`src/rtl/isa_pkg.sv`:
```
package isa_pkg;

    // State of the host interrupt line generator
    typedef enum logic [1:0] {
        ST_QUIET  = 2'd0,
        ST_RAISED = 2'd1,
        ST_GAP    = 2'd2
    } irq_state_e;

    // Register select decode
    typedef enum logic {
        ADDR_STATUS = 1'b0,
        ADDR_ENABLE = 1'b1
    } reg_addr_e;

endpackage

```
`src/rtl/isa_status_capture.sv`:
```
module isa_status_capture #(
    parameter int NUM_BANKS  = 4,
    parameter int NUM_PERIPH = 6,
    localparam int NUM_SRC   = NUM_BANKS + NUM_PERIPH
) (
    input  logic                  clk,
    input  logic                  rst_n,
    input  logic [NUM_BANKS-1:0]  bank_pend_i,
    input  logic [NUM_PERIPH-1:0] periph_irq_i,
    output logic [NUM_SRC-1:0]    status_o
);

    logic [NUM_SRC-1:0] status_q;

    // Banks occupy the low bits; peripherals follow in source order.
    for (genvar b = 0; b < NUM_BANKS; b++) begin : g_bank
        always_ff @(posedge clk or negedge rst_n) begin
            if (!rst_n) status_q[b] <= 1'b0;
            else        status_q[b] <= bank_pend_i[b];
        end
    end

    for (genvar p = 0; p < NUM_PERIPH; p++) begin : g_periph
        always_ff @(posedge clk or negedge rst_n) begin
            if (!rst_n) status_q[NUM_BANKS+p] <= 1'b0;
            else        status_q[NUM_BANKS+p] <= periph_irq_i[p];
        end

        // A dropped line must clear its status bit at the next edge.
        AST_PERIPH_CLEARS: assert property (@(posedge clk) disable iff (!rst_n)
            !periph_irq_i[p] |=> !status_o[NUM_BANKS+p]);
    end

    assign status_o = status_q;

endmodule

```
`src/rtl/isa_mask_regs.sv`:
```
module isa_mask_regs #(
    parameter int NUM_SRC = 10,
    parameter int DATA_W  = 16,
    parameter int GEN_BIT = 15
) (
    input  logic               clk,
    input  logic               rst_n,
    input  logic               wr_i,
    input  logic [DATA_W-1:0]  wdata_i,
    output logic [NUM_SRC-1:0] en_o,
    output logic               gen_o,
    output logic [DATA_W-1:0]  rdback_o
);

    logic [NUM_SRC-1:0] en_q;
    logic               gen_q;

    always_ff @(posedge clk or negedge rst_n) begin
        if (!rst_n) begin
            en_q  <= '0;
            gen_q <= 1'b0;
        end else if (wr_i) begin
            en_q  <= wdata_i[NUM_SRC-1:0];
            gen_q <= wdata_i[GEN_BIT];
        end
    end

    always_comb begin
        rdback_o              = '0;
        rdback_o[NUM_SRC-1:0] = en_q;
        rdback_o[GEN_BIT]     = gen_q;
    end

    assign en_o  = en_q;
    assign gen_o = gen_q;

    AST_MASTER_WRITE: assert property (@(posedge clk) disable iff (!rst_n)
        wr_i |=> (gen_o == $past(wdata_i[GEN_BIT])));

    AST_NO_WRITE_HOLDS: assert property (@(posedge clk) disable iff (!rst_n)
        !wr_i |=> $stable(en_o));

endmodule

```
`src/rtl/isa_edge_fsm.sv`:
```
module isa_edge_fsm
    import isa_pkg::*;
#(
    parameter int NUM_SRC = 10
) (
    input  logic               clk,
    input  logic               rst_n,
    input  logic [NUM_SRC-1:0] act_i,
    output logic               irq_o
);

    irq_state_e         state_q, state_d;
    logic [NUM_SRC-1:0] act_prev_q;
    logic               act_any;
    logic               new_any;

    assign act_any = |act_i;
    assign new_any = |(act_i & ~act_prev_q);

    always_ff @(posedge clk or negedge rst_n) begin
        if (!rst_n) begin
            state_q    <= ST_QUIET;
            act_prev_q <= '0;
        end else begin
            state_q    <= state_d;
            act_prev_q <= act_i;
        end
    end

    always_comb begin
        state_d = state_q;
        unique case (state_q)
            ST_QUIET:  if (act_any) state_d = ST_RAISED;
            ST_RAISED: begin
                if (!act_any)     state_d = ST_QUIET;
                else if (new_any) state_d = ST_GAP;
            end
            ST_GAP:    state_d = act_any ? ST_RAISED : ST_QUIET;
            default:   state_d = ST_QUIET;
        endcase
    end

    always_comb begin
        unique case (state_q)
            ST_RAISED: irq_o = 1'b1;
            default:   irq_o = 1'b0;
        endcase
    end

    AST_RAISED_HAS_CAUSE: assert property (@(posedge clk) disable iff (!rst_n)
        (state_q == ST_RAISED) |-> $past(act_any));

    AST_NEW_SOURCE_DROPS: assert property (@(posedge clk) disable iff (!rst_n)
        (irq_o && new_any) |=> !irq_o);

    AST_GAP_SINGLE: assert property (@(posedge clk) disable iff (!rst_n)
        (state_q == ST_GAP) |=> (state_q != ST_GAP));

    AST_IDLE_FALLS: assert property (@(posedge clk) disable iff (!rst_n)
        !act_any |=> !irq_o);

endmodule

```
`src/rtl/irq_status_aggregator.sv`:
```
module irq_status_aggregator
    import isa_pkg::*;
#(
    parameter int NUM_BANKS  = 4,
    parameter int NUM_PERIPH = 6,
    parameter int DATA_W     = 16,
    parameter int GEN_BIT    = 15
) (
    input  logic                  clk,
    input  logic                  rst_n,
    input  logic [NUM_BANKS-1:0]  bank_pend_i,
    input  logic [NUM_PERIPH-1:0] periph_irq_i,
    input  logic                  reg_addr_i,
    input  logic                  reg_wr_i,
    input  logic [DATA_W-1:0]     reg_wdata_i,
    output logic [DATA_W-1:0]     reg_rdata_o,
    output logic                  host_irq_o
);

    localparam int NUM_SRC = NUM_BANKS + NUM_PERIPH;

    logic [NUM_SRC-1:0] status;
    logic [NUM_SRC-1:0] en_bits;
    logic               gen;
    logic [NUM_SRC-1:0] act;
    logic [DATA_W-1:0]  mask_rb;
    logic [DATA_W-1:0]  status_rb;
    logic               mask_wr;

    assign mask_wr = reg_wr_i && (reg_addr_e'(reg_addr_i) == ADDR_ENABLE);

    isa_status_capture #(
        .NUM_BANKS (NUM_BANKS),
        .NUM_PERIPH(NUM_PERIPH)
    ) u_status (
        .clk         (clk),
        .rst_n       (rst_n),
        .bank_pend_i (bank_pend_i),
        .periph_irq_i(periph_irq_i),
        .status_o    (status)
    );

    isa_mask_regs #(
        .NUM_SRC(NUM_SRC),
        .DATA_W (DATA_W),
        .GEN_BIT(GEN_BIT)
    ) u_mask (
        .clk     (clk),
        .rst_n   (rst_n),
        .wr_i    (mask_wr),
        .wdata_i (reg_wdata_i),
        .en_o    (en_bits),
        .gen_o   (gen),
        .rdback_o(mask_rb)
    );

    // Per-source gating by its own enable and the master enable
    for (genvar s = 0; s < NUM_SRC; s++) begin : g_gate
        assign act[s] = status[s] & en_bits[s] & gen;
    end

    isa_edge_fsm #(
        .NUM_SRC(NUM_SRC)
    ) u_fsm (
        .clk  (clk),
        .rst_n(rst_n),
        .act_i(act),
        .irq_o(host_irq_o)
    );

    always_comb begin
        status_rb              = '0;
        status_rb[NUM_SRC-1:0] = status;
    end

    assign reg_rdata_o = (reg_addr_e'(reg_addr_i) == ADDR_ENABLE) ? mask_rb : status_rb;

    AST_STATUS_UPPER_ZERO: assert property (@(posedge clk) disable iff (!rst_n)
        (reg_addr_i == 1'b0) |-> (reg_rdata_o[DATA_W-1:NUM_SRC] == '0));

    AST_STATUS_WRITE_IGNORED: assert property (@(posedge clk) disable iff (!rst_n)
        (reg_wr_i && reg_addr_i == 1'b0) |=> $stable(en_bits));

    AST_MASTER_OFF_QUIET: assert property (@(posedge clk) disable iff (!rst_n)
        !gen |=> !host_irq_o);

endmodule

```
`config.mk`:
```
export PLATFORM = sky130hd
export DESIGN_NAME = irq_status_aggregator
export DESIGN_NICKNAME = d
export VERILOG_FILES = /design/src/rtl/isa_pkg.sv /design/src/rtl/isa_status_capture.sv /design/src/rtl/isa_mask_regs.sv /design/src/rtl/isa_edge_fsm.sv /design/src/rtl/irq_status_aggregator.sv
export SDC_FILE = /design/constraint.sdc
export NUM_CORES = 1
export LEC_CHECK = 0
export BUFFER_PORTS_ARGS = -buffer_cell sky130_fd_sc_hd__buf_2
export CAP_MARGIN = 20
export CORE_MARGIN = 10
export CORE_UTILIZATION = 35
export CTS_CLUSTER_SIZE = 20
export DETAILED_ROUTE_END_ITERATION = 12
export SLEW_MARGIN = 20
export SYNTH_ARGS = -nofsm -noshare
export SYNTH_HDL_FRONTEND = slang
export SYNTH_HIERARCHICAL = 1
export SYNTH_SLANG_ARGS = --single-unit
```
`constraint.sdc`:
```
create_clock -name clk -period 2 [get_ports clk]
set_input_delay 0.3 -clock clk [delete_from_list [all_inputs] [get_ports clk]]
set_output_delay 0.3 -clock clk [all_outputs]
set_load 0.005 [all_outputs]
```
# == After elaboration in Yosys (flattened, before gate mapping) ==
# Cells that the tools add are included.
# Widths: inputs -> output; s select.
# word_totals
ff_bits,33
latchBits,0
ram_bits,0
romBits,0
in_bits,30
output_inout_bits,17
wordCells,52
n_memories,0
# classes
n_addsub,0
multipliers,0
div_mod_pow,0
order_cmp,0
n_eq_ne,4
shift,0
muxes,7
bitwise_logic,22
reduce_logical,5
# ops
cell,n
$and 1x1->1,20
$reduce_or 10->1,2
$mux 16,1
$and 10x10->10,1
$not 10->10,1
$mux 2,3
$pmux 2 s3,1
$ne 3x3->1 const B,1
$eq 2x1->1 const B,1
$eq 2x2->1 const B,1
$logic_not 2->1,1
$mux 1,2
$ne 2x1->1 const B,1
$reduce_and 2->1,1
$logic_and 1x1->1,1

# == Depth between registers and ports, before layout ==
# Gate-level depths: netlist of the first run.
# depth
depth_word,7
mapped_depth,5
mapped_depth_nobuf,5

# == Hierarchy ==
# Netlist of the first run, hierarchy kept.
# by_module_without_submodules
mod,instances,cells_each,area_each_um2,seq_area_each_um2
isa_mask_regs,1,40,571.8,275.3
isa_edge_fsm,1,34,447.9,300.3
irq_status_aggregator,1,29,265.3,0.0
isa_status_capture,1,10,250.2,250.2

# == Worst setup path after synthesis of the first run ==
# No wires, ideal clock.
# synth_path
path_kind,reg2reg
start,"register u_mask.gen_q, in the netlist u_mask/gen_o"
end,register u_fsm.state_q[0]
setup_ns,0.128
arrival_time_ns,1.578
t_required_ns,1.872
slack_ns,0.294
path_stages_with_launch,6
path_buffers,0
period_less_slack_ns,1.706
cell_sequence,dfrtp_1 and3_1 or4_4 nor4_4 or2_2 o22ai_1
# synth_between
elab_chain_cells,5
elab_cells_between_ends,19
cone_classes,eq/ne (2); mux (3); bitwise (11); reduce/logical (3)
# synth_lines
element,line_no,source
from (decl),isa_mask_regs.sv:16,logic gen_q;
from (signal assigned),isa_mask_regs.sv:24,gen_q <= wdata_i[GEN_BIT];
$and 1x1->1 (*),irq_status_aggregator.sv:59,assign act[s] = status[s] & en_bits[s] & gen;
named net act[7],irq_status_aggregator.sv:25,logic [NUM_SRC-1:0] act;
$and 10x10->10,isa_edge_fsm.sv:18,assign new_any = |(act_i & ~act_prev_q);
$reduce_or 10->1,isa_edge_fsm.sv:18,
$ne 3x3->1 (no line),--,
$reduce_and 2->1 (no line),--,
to (signal assigned),isa_edge_fsm.sv:25,state_q <= state_d;
to (decl),isa_edge_fsm.sv:12,"irq_state_e state_q, state_d;"
# The timed path passes the listed nets; every way through them passes the cells marked *.
# A chain may end at the register's enable or synchronous reset.

# == Final worst setup path of the first run ==
# layout_path
start,"register u_mask.gen_q, in the netlist u_mask/gen_o"
end,register u_fsm.state_q[1]
# The elaborated chain is that of the path after synthesis.

==> results of run 1 <==
-- registers in the layout, summed over array words and instances (netlist names) --
name and flops:
u_fsm/act_prev_q 10, u_mask/en_o 10, u_mask/gen_o 1, u_status/status_o 10
u_fsm/state_q 2
-- metrics by stage --
| step | area [um2] | util (%) |
|---|---|---|
| final | 1750 | 40.8 |
| after global routing | 1750 | 40.8 |
| after CTS | 1750 | 40.7 |
| after detailed placement | 1650 | 38.3 |
| after global placement | 1650 | 38.3 |
| after floorplan | 1550 | - |
-- cell families (layout without fill, tap and decap cells) --
| kind of cell | count (synthesis) | count (layout) | synth area share (%) |
|---|---|---|---|
| AO/OA/AOI/OAI | 5 | 5 | 2.20 |
| buffers and inverters | 26 | 51 | 12.0 |
| flip-flops | 33 | 33 | 53.8 |
| multiplexers | 21 | 21 | 18.6 |
| other | 1 | 5 | 0.244 |
| AND/OR/NAND/NOR | 27 | 27 | 13.2 |
-- path summary, 6_finish.rpt --
check / from / to / slack [ns] / cells past startpoint
setup / recovery: u_mask/gen_o / u_fsm/state_q[1] / 0.18 / 4
min in group clk: periph_irq_i[0] / u_status/status_o[4] / 0.12 / 1
hold / removal: rst_n / u_mask/en_o[9] / 0.07 / 1
hold reg to reg: u_fsm/state_q[0] / u_fsm/state_q[0] / 0.46 / 1
max in group asynchronous: rst_n / u_mask/gen_o / 1.43 / 1
setup reg to reg: u_mask/gen_o / u_fsm/state_q[1] / 0.18 / 4
-- metal layers --
layer	wire length, um	global-route usage [%]	up-vias
met4	38	3.39	0
li1	-	-	419
met1	1230	8.40	430
met3	203	4.32	4
met5	0	0	-
met2	1490	13.1	25
-- placed cells by master, fill, tap and decap left out --
master and n:
inv_1 7, nor4_4 1, buf_4 1, nand2b_1 3
o22ai_1 4, buf_2 36, and2_2 7, o2111ai_1 1
mux2_2 8, and3b_1 1, clkbuf_8 5, dfrtp_2 1
nor2b_1 1, dfrtp_1 32, clkinv_2 1, or4_4 1
or4_1 2, or2_2 1, conb_1 5, and3_1 10
mux2_4 13, bufinv_16 1
-- layout make-up --
| type | count | share of cell area (%) |
|---|---|---|
| clock inverter | 2 | 2.00 |
| sequential | 33 | 47.2 |
| multi-input combinational | 58 | 30.9 |
| clock buffer | 5 | 3.93 |
| tap | 52 | 3.72 |
| timing repair buffer | 37 | 10.7 |
| inverter | 7 | 1.50 |
-- critical path: cells and delay by family, from the launching register on --
kind	cells	cell delay, ns
flops	1	0.48
simple gates	4	1.23
-- power by group --
part / leakage (uW) / switching [uW] / internal [uW] / total [uW]
clock: 0.0000540 / 228 / 362 / 590
combinational: 0.000429 / 122 / 181 / 303
sequential: 0.000404 / 46.7 / 748 / 795
total: 0.000887 / 397 / 1290 / 1690
==> flow_summary_export.csv, run 1 <==
group,metric,value,unit
run_status,status,"finished, final reports clean",
cells_and_area,antenna_cells,0,
critical_path,required,2.17,ns
yosys,yosysSeqAreaShare,53.8,%
clock_network,post-cts-setup-buffers,0,
min_path,hold_class,"in -> async",
floorplanning,fp-row-count,24,
timing,tightest_slew,0.714,ns
grt,grt_use_total,8.02,%
clock_network,cts_buffers,5,
grt,grt_pass1_wl,4.71,mm
drt,wl_per_cell,15.2,um
yosys,synth_commonest_cells,"33 x dfrtp_1, 16 x buf_4, 13 x mux2_4",
drt,drc,0,
timing,drv_slew,0,
clock_network,cts.sinks,33,
timing,setup_tns,0,ns
yosys,ys.warnings.count,6,
critical_path,cp_slowest_cell,"or4_4",
timing,rsz0062_at_grt,"false",
floorplanning,design.core.area,0.00429,mm2
yosys,synth_cells,113,
timing,skew,0.00552,ns
timing,slew_headroom,52.4,%
drt,dr.pass1.iters,4,
clock_network,htree_levels,2,
clock_network,cts_resized,0,
yosys,synthTopCellsByArea,"dfrtp_1 54%, mux2_4 13%, buf_4 7.8%",
critical_path,startpoint_type,"register",
drt,antenna_left,0,
timing,timing_hold_violations_final,0,
drt,num_vias,878,
yosys,synth_edf_count,0,
yosys,syn_area_per_cell,13.6,um2
grt,grt_max_degree,34,
yosys,yosys.area.top_type_share,53.8,%
floorplanning,start_util,35.8,%
clock_network,postCtsHoldBufs,0,
power_and_ir_drop,p_leak,0.000887,uW
clock_network,clk_latency,0.28,ns
floorplanning,dieArea,0.00744,mm2
power_and_ir_drop,finalPower,1690,uW
place,port_buffers,36,
yosys,async_reset_ff_share,100,%
place,place_ws,0.120,ns
yosys,synth_top_flop_cell,"dfrtp_1",
job,max-cap-violations,0,
drt,wl,2.96,mm
grt,overflow,0,
clock_network,cts.clk_slew.worst_paths,0.06,ns
cells_and_area,fin_nets,172,
timing,fmaxAchievable,0.548,GHz
clock_network,root_buffer,"clkbuf_8",
cells_and_area,areaGrowthSynthToFinish,14.0,%
cells_and_area,ff_latch_area,827,um2
critical_path,critPathKind,"reg -> reg",
yosys,synth.most_common_cell,"dfrtp_1",
floorplanning,die_width,86.2,um
critical_path,cp.arrival,1.99,ns
yosys,yosysUniqueCellTypes,19,
critical_path,crit_chain,"and3_1 -> or4_4 -> nor4_4 -> and3b_1",
place,post-place-cells,187,
yosys,yosys.area.top_type,"dfrtp_1",
clock_network,clockBufferDepth,2,
timing,finalCriticalPeriod,1.82,ns
power_and_ir_drop,p_per_area,964,mW/mm2
timing,whs,0.0747,ns
cells_and_area,multi_input_area,541,um2
critical_path,cp_max_fo,12,
cells_and_area,stdcell_count,194,
critical_path,endpoint_kind,"register",
place,gp_congestion,0.750,
place,dp_hpwl,2.21,mm
timing,period_share,91.2,%
power_and_ir_drop,ir_worst_vdd,0.000394,V
yosys,synth_area,0.00154,mm2
timing,setup_viol,0,
cells_and_area,nFillCells,398,
timing,worst_slack,0.175,ns
cells_and_area,drive_gt1_share,53.5,%
yosys,yosys_register_bits,33,
drt,initialDrtViolationCount,39,
grt,grt_pass1_vias,971,
drt,vias_per_cell,4.53,
critical_path,max_stage_delay,0.55,ns
grt,antenna_found_initial,0,
clock_network,cts_tree,"built",
floorplanning,die_h,86.2,um
floorplanning,io_pins,47,
Power figures use the tool's default switching activity.
==> run 2, diff against run 1 <==
--- a/config.mk
+++ b/config.mk
@@ -7,10 +7,13 @@
 export LEC_CHECK = 0
 export BUFFER_PORTS_ARGS = -buffer_cell sky130_fd_sc_hd__buf_2
 export CAP_MARGIN = 20
+export CELL_PAD_IN_SITES_DETAIL_PLACEMENT = 1
+export CELL_PAD_IN_SITES_GLOBAL_PLACEMENT = 1
 export CORE_MARGIN = 10
 export CORE_UTILIZATION = 35
 export CTS_CLUSTER_SIZE = 20
 export DETAILED_ROUTE_END_ITERATION = 12
+export PLACE_DENSITY_LB_ADDON = 0.1
 export SLEW_MARGIN = 20
 export SYNTH_ARGS = -nofsm -noshare
 export SYNTH_HDL_FRONTEND = slang
==> run 2 against run 1 <==
Against the previous run:
- die area unchanged
- power down 6.9%
- clock skew down 0.0027 ns
- count of clock-buffer cells in the layout up 1
- combinational power about the same
- worst hold slack better by 0.0048 ns
- wire length up 2.7%
- via count down 0.46%
- clock power down 20%
- core utilization down 0.50 points
- largest cell class unchanged
==> flow_summary_export.csv, run 2 (synthesis results as in run 1) <==
group,metric,value,unit
critical_path,crit_chain,"and3_1 -> or4_4 -> nor4_4 -> or2_2 -> o22ai_1",
grt,antenna_found_initial,0,
cells_and_area,drive_gt1_share,53.1,%
critical_path,r2r_start,"u_mask/gen_o",
grt,grt.busiest_layer,"met2",
grt,overflow,0,
critical_path,critPathKind,"reg -> reg",
place,dp_hpwl,2.31,mm
critical_path,setup.worst_path.start,"u_mask/gen_o",
grt,grt_use_total,8.95,%
grt,use_met1,10.0,%
timing,period_share,92.8,%
floorplanning,io_pins,47,
job,max-cap-violations,0,
floorplanning,die_h,86.2,um
clock_network,post-cts-setup-buffers,0,
grt,met3_usage,5.07,%
clock_network,cts_resized,0,
timing,skew,0.00284,ns
floorplanning,die_width,86.2,um
place,port_buffers,36,
clock_network,clk_latency,0.27,ns
place,gp_congestion,0.705,
cells_and_area,antenna_cells,0,
clock_network,clockBufferDepth,2,
critical_path,cp_slowest_cell,"or4_4",
power_and_ir_drop,p_leak,0.000878,uW
drt,wl_per_cell,15.6,um
timing,finalCriticalPeriod,1.86,ns
critical_path,max_stage_delay,0.55,ns
clock_network,cts.clk_slew.worst_paths,0.07,ns
critical_path,crit_buf_inv,0,
critical_path,startpoint_type,"register",
min_path,hold_class,"in -> async",
grt,grt_pass1_vias,1055,
timing,whs,0.0795,ns
floorplanning,design.core.area,0.00429,mm2
clock_network,cts_tree,"built",
critical_path,endpoint_kind,"register",
timing,slew_headroom,51.0,%
timing,setup_tns,0,ns
drt,dr.pass1.iters,3,
clock_network,cts_buffers,5,
critical_path,required,2.16,ns
cells_and_area,fin_nets,172,
power_and_ir_drop,p_per_area,908,mW/mm2
drt,vias_per_cell,4.48,
timing,fmaxAchievable,0.539,GHz
floorplanning,start_util,35.8,%
drt,initialDrtViolationCount,37,
drt,num_vias,874,
timing,setup_viol,0,
clock_network,htree_levels,2,
clock_network,postCtsHoldBufs,0,
timing,drv_slew,0,
drt,drc,0,
cells_and_area,layout_commonest_cell,"buf_2",
critical_path,reg2reg_depth,5,
cells_and_area,final_cell_mix,"36 x buf_2, 32 x dfrtp_1, 13 x mux2_4, 10 x and3_1, 8 x mux2_2",
critical_path,reg2reg_setup_slack,0.14,ns
drt,wl,3.04,mm
power_and_ir_drop,ir_worst_vdd,0.000354,V
critical_path,crit_family,"simple AND/OR/NAND/NOR gates",
cells_and_area,areaGrowthSynthToFinish,12.6,%
clock_network,cts.sinks,33,
run_status,status,"finished, final reports clean",
critical_path,cp.arrival,2.01,ns
floorplanning,fp-row-count,24,
critical_path,r2r-end,"u_fsm/state_q[0]",
timing,rsz0062_at_grt,"false",
grt,grt_max_degree,34,
timing,timing_hold_violations_final,0,
clock_network,root_buffer,"clkbuf_8",
grt,met2_usage,14.2,%
critical_path,cp_max_fo,12,
drt,antenna_left,0,
floorplanning,dieArea,0.00744,mm2
timing,tightest_slew,0.735,ns
grt,grt_pass1_wl,5.18,mm
cells_and_area,nFillCells,498,
run 2: cell count changes in the layout (fill, tap and decap cells not counted):
cell	change
bufinv_16	-1
clkinv_2	+1
clkbuf_1	+1
run 2: worst max path at each step:
stage                       end  depth (start not counted)
5_1_grt        u_fsm/state_q[0]                          5
3_5_place_dp   u_fsm/state_q[0]                          5
6_report       u_fsm/state_q[0]                          5
4_1_cts        u_fsm/state_q[0]                          5
3_3_place_gp   u_fsm/state_q[0]                          5
2_1_floorplan  u_fsm/state_q[0]                          5
run 2: routing by layer:
metal	wire length, um	vias to the layer above	share of wire, %
met1	1220	436	40
met2	1590	18	52
met5	0	-	0
met3	222	2	7.3
met4	4	0	0.13
li1	-	418	-
run 2: where the power goes:
group,internal (uW),switching (uW)
combinational,181,121
clock,241,230
sequential,748,49.9
total,1170,401
run 2: metrics by stage:
stage,area (um2),worst slack (ns),instances,utilization (%),total power [uW]
floorplan,1550,0.294,117,-,1050
global placement,1650,0.0882,187,38.3,1110
detailed placement,1650,0.0578,187,38.3,1120
CTS,1730,0.0477,195,40.2,1610
global route,1730,0.00972,195,40.3,1690
finish,1730,0.144,195,40.3,1570
run 2: area by class of cell:
class | count | area (um2) | area share (%)
clock buffer | 6 | 72.6 | 4.20
clock inverter | 2 | 10.0 | 0.579
inverter | 7 | 26.3 | 1.52
multi-input combinational | 58 | 541 | 31.3
sequential | 33 | 827 | 47.8
tap | 52 | 65.1 | 3.76
timing repair buffer | 37 | 188 | 10.9
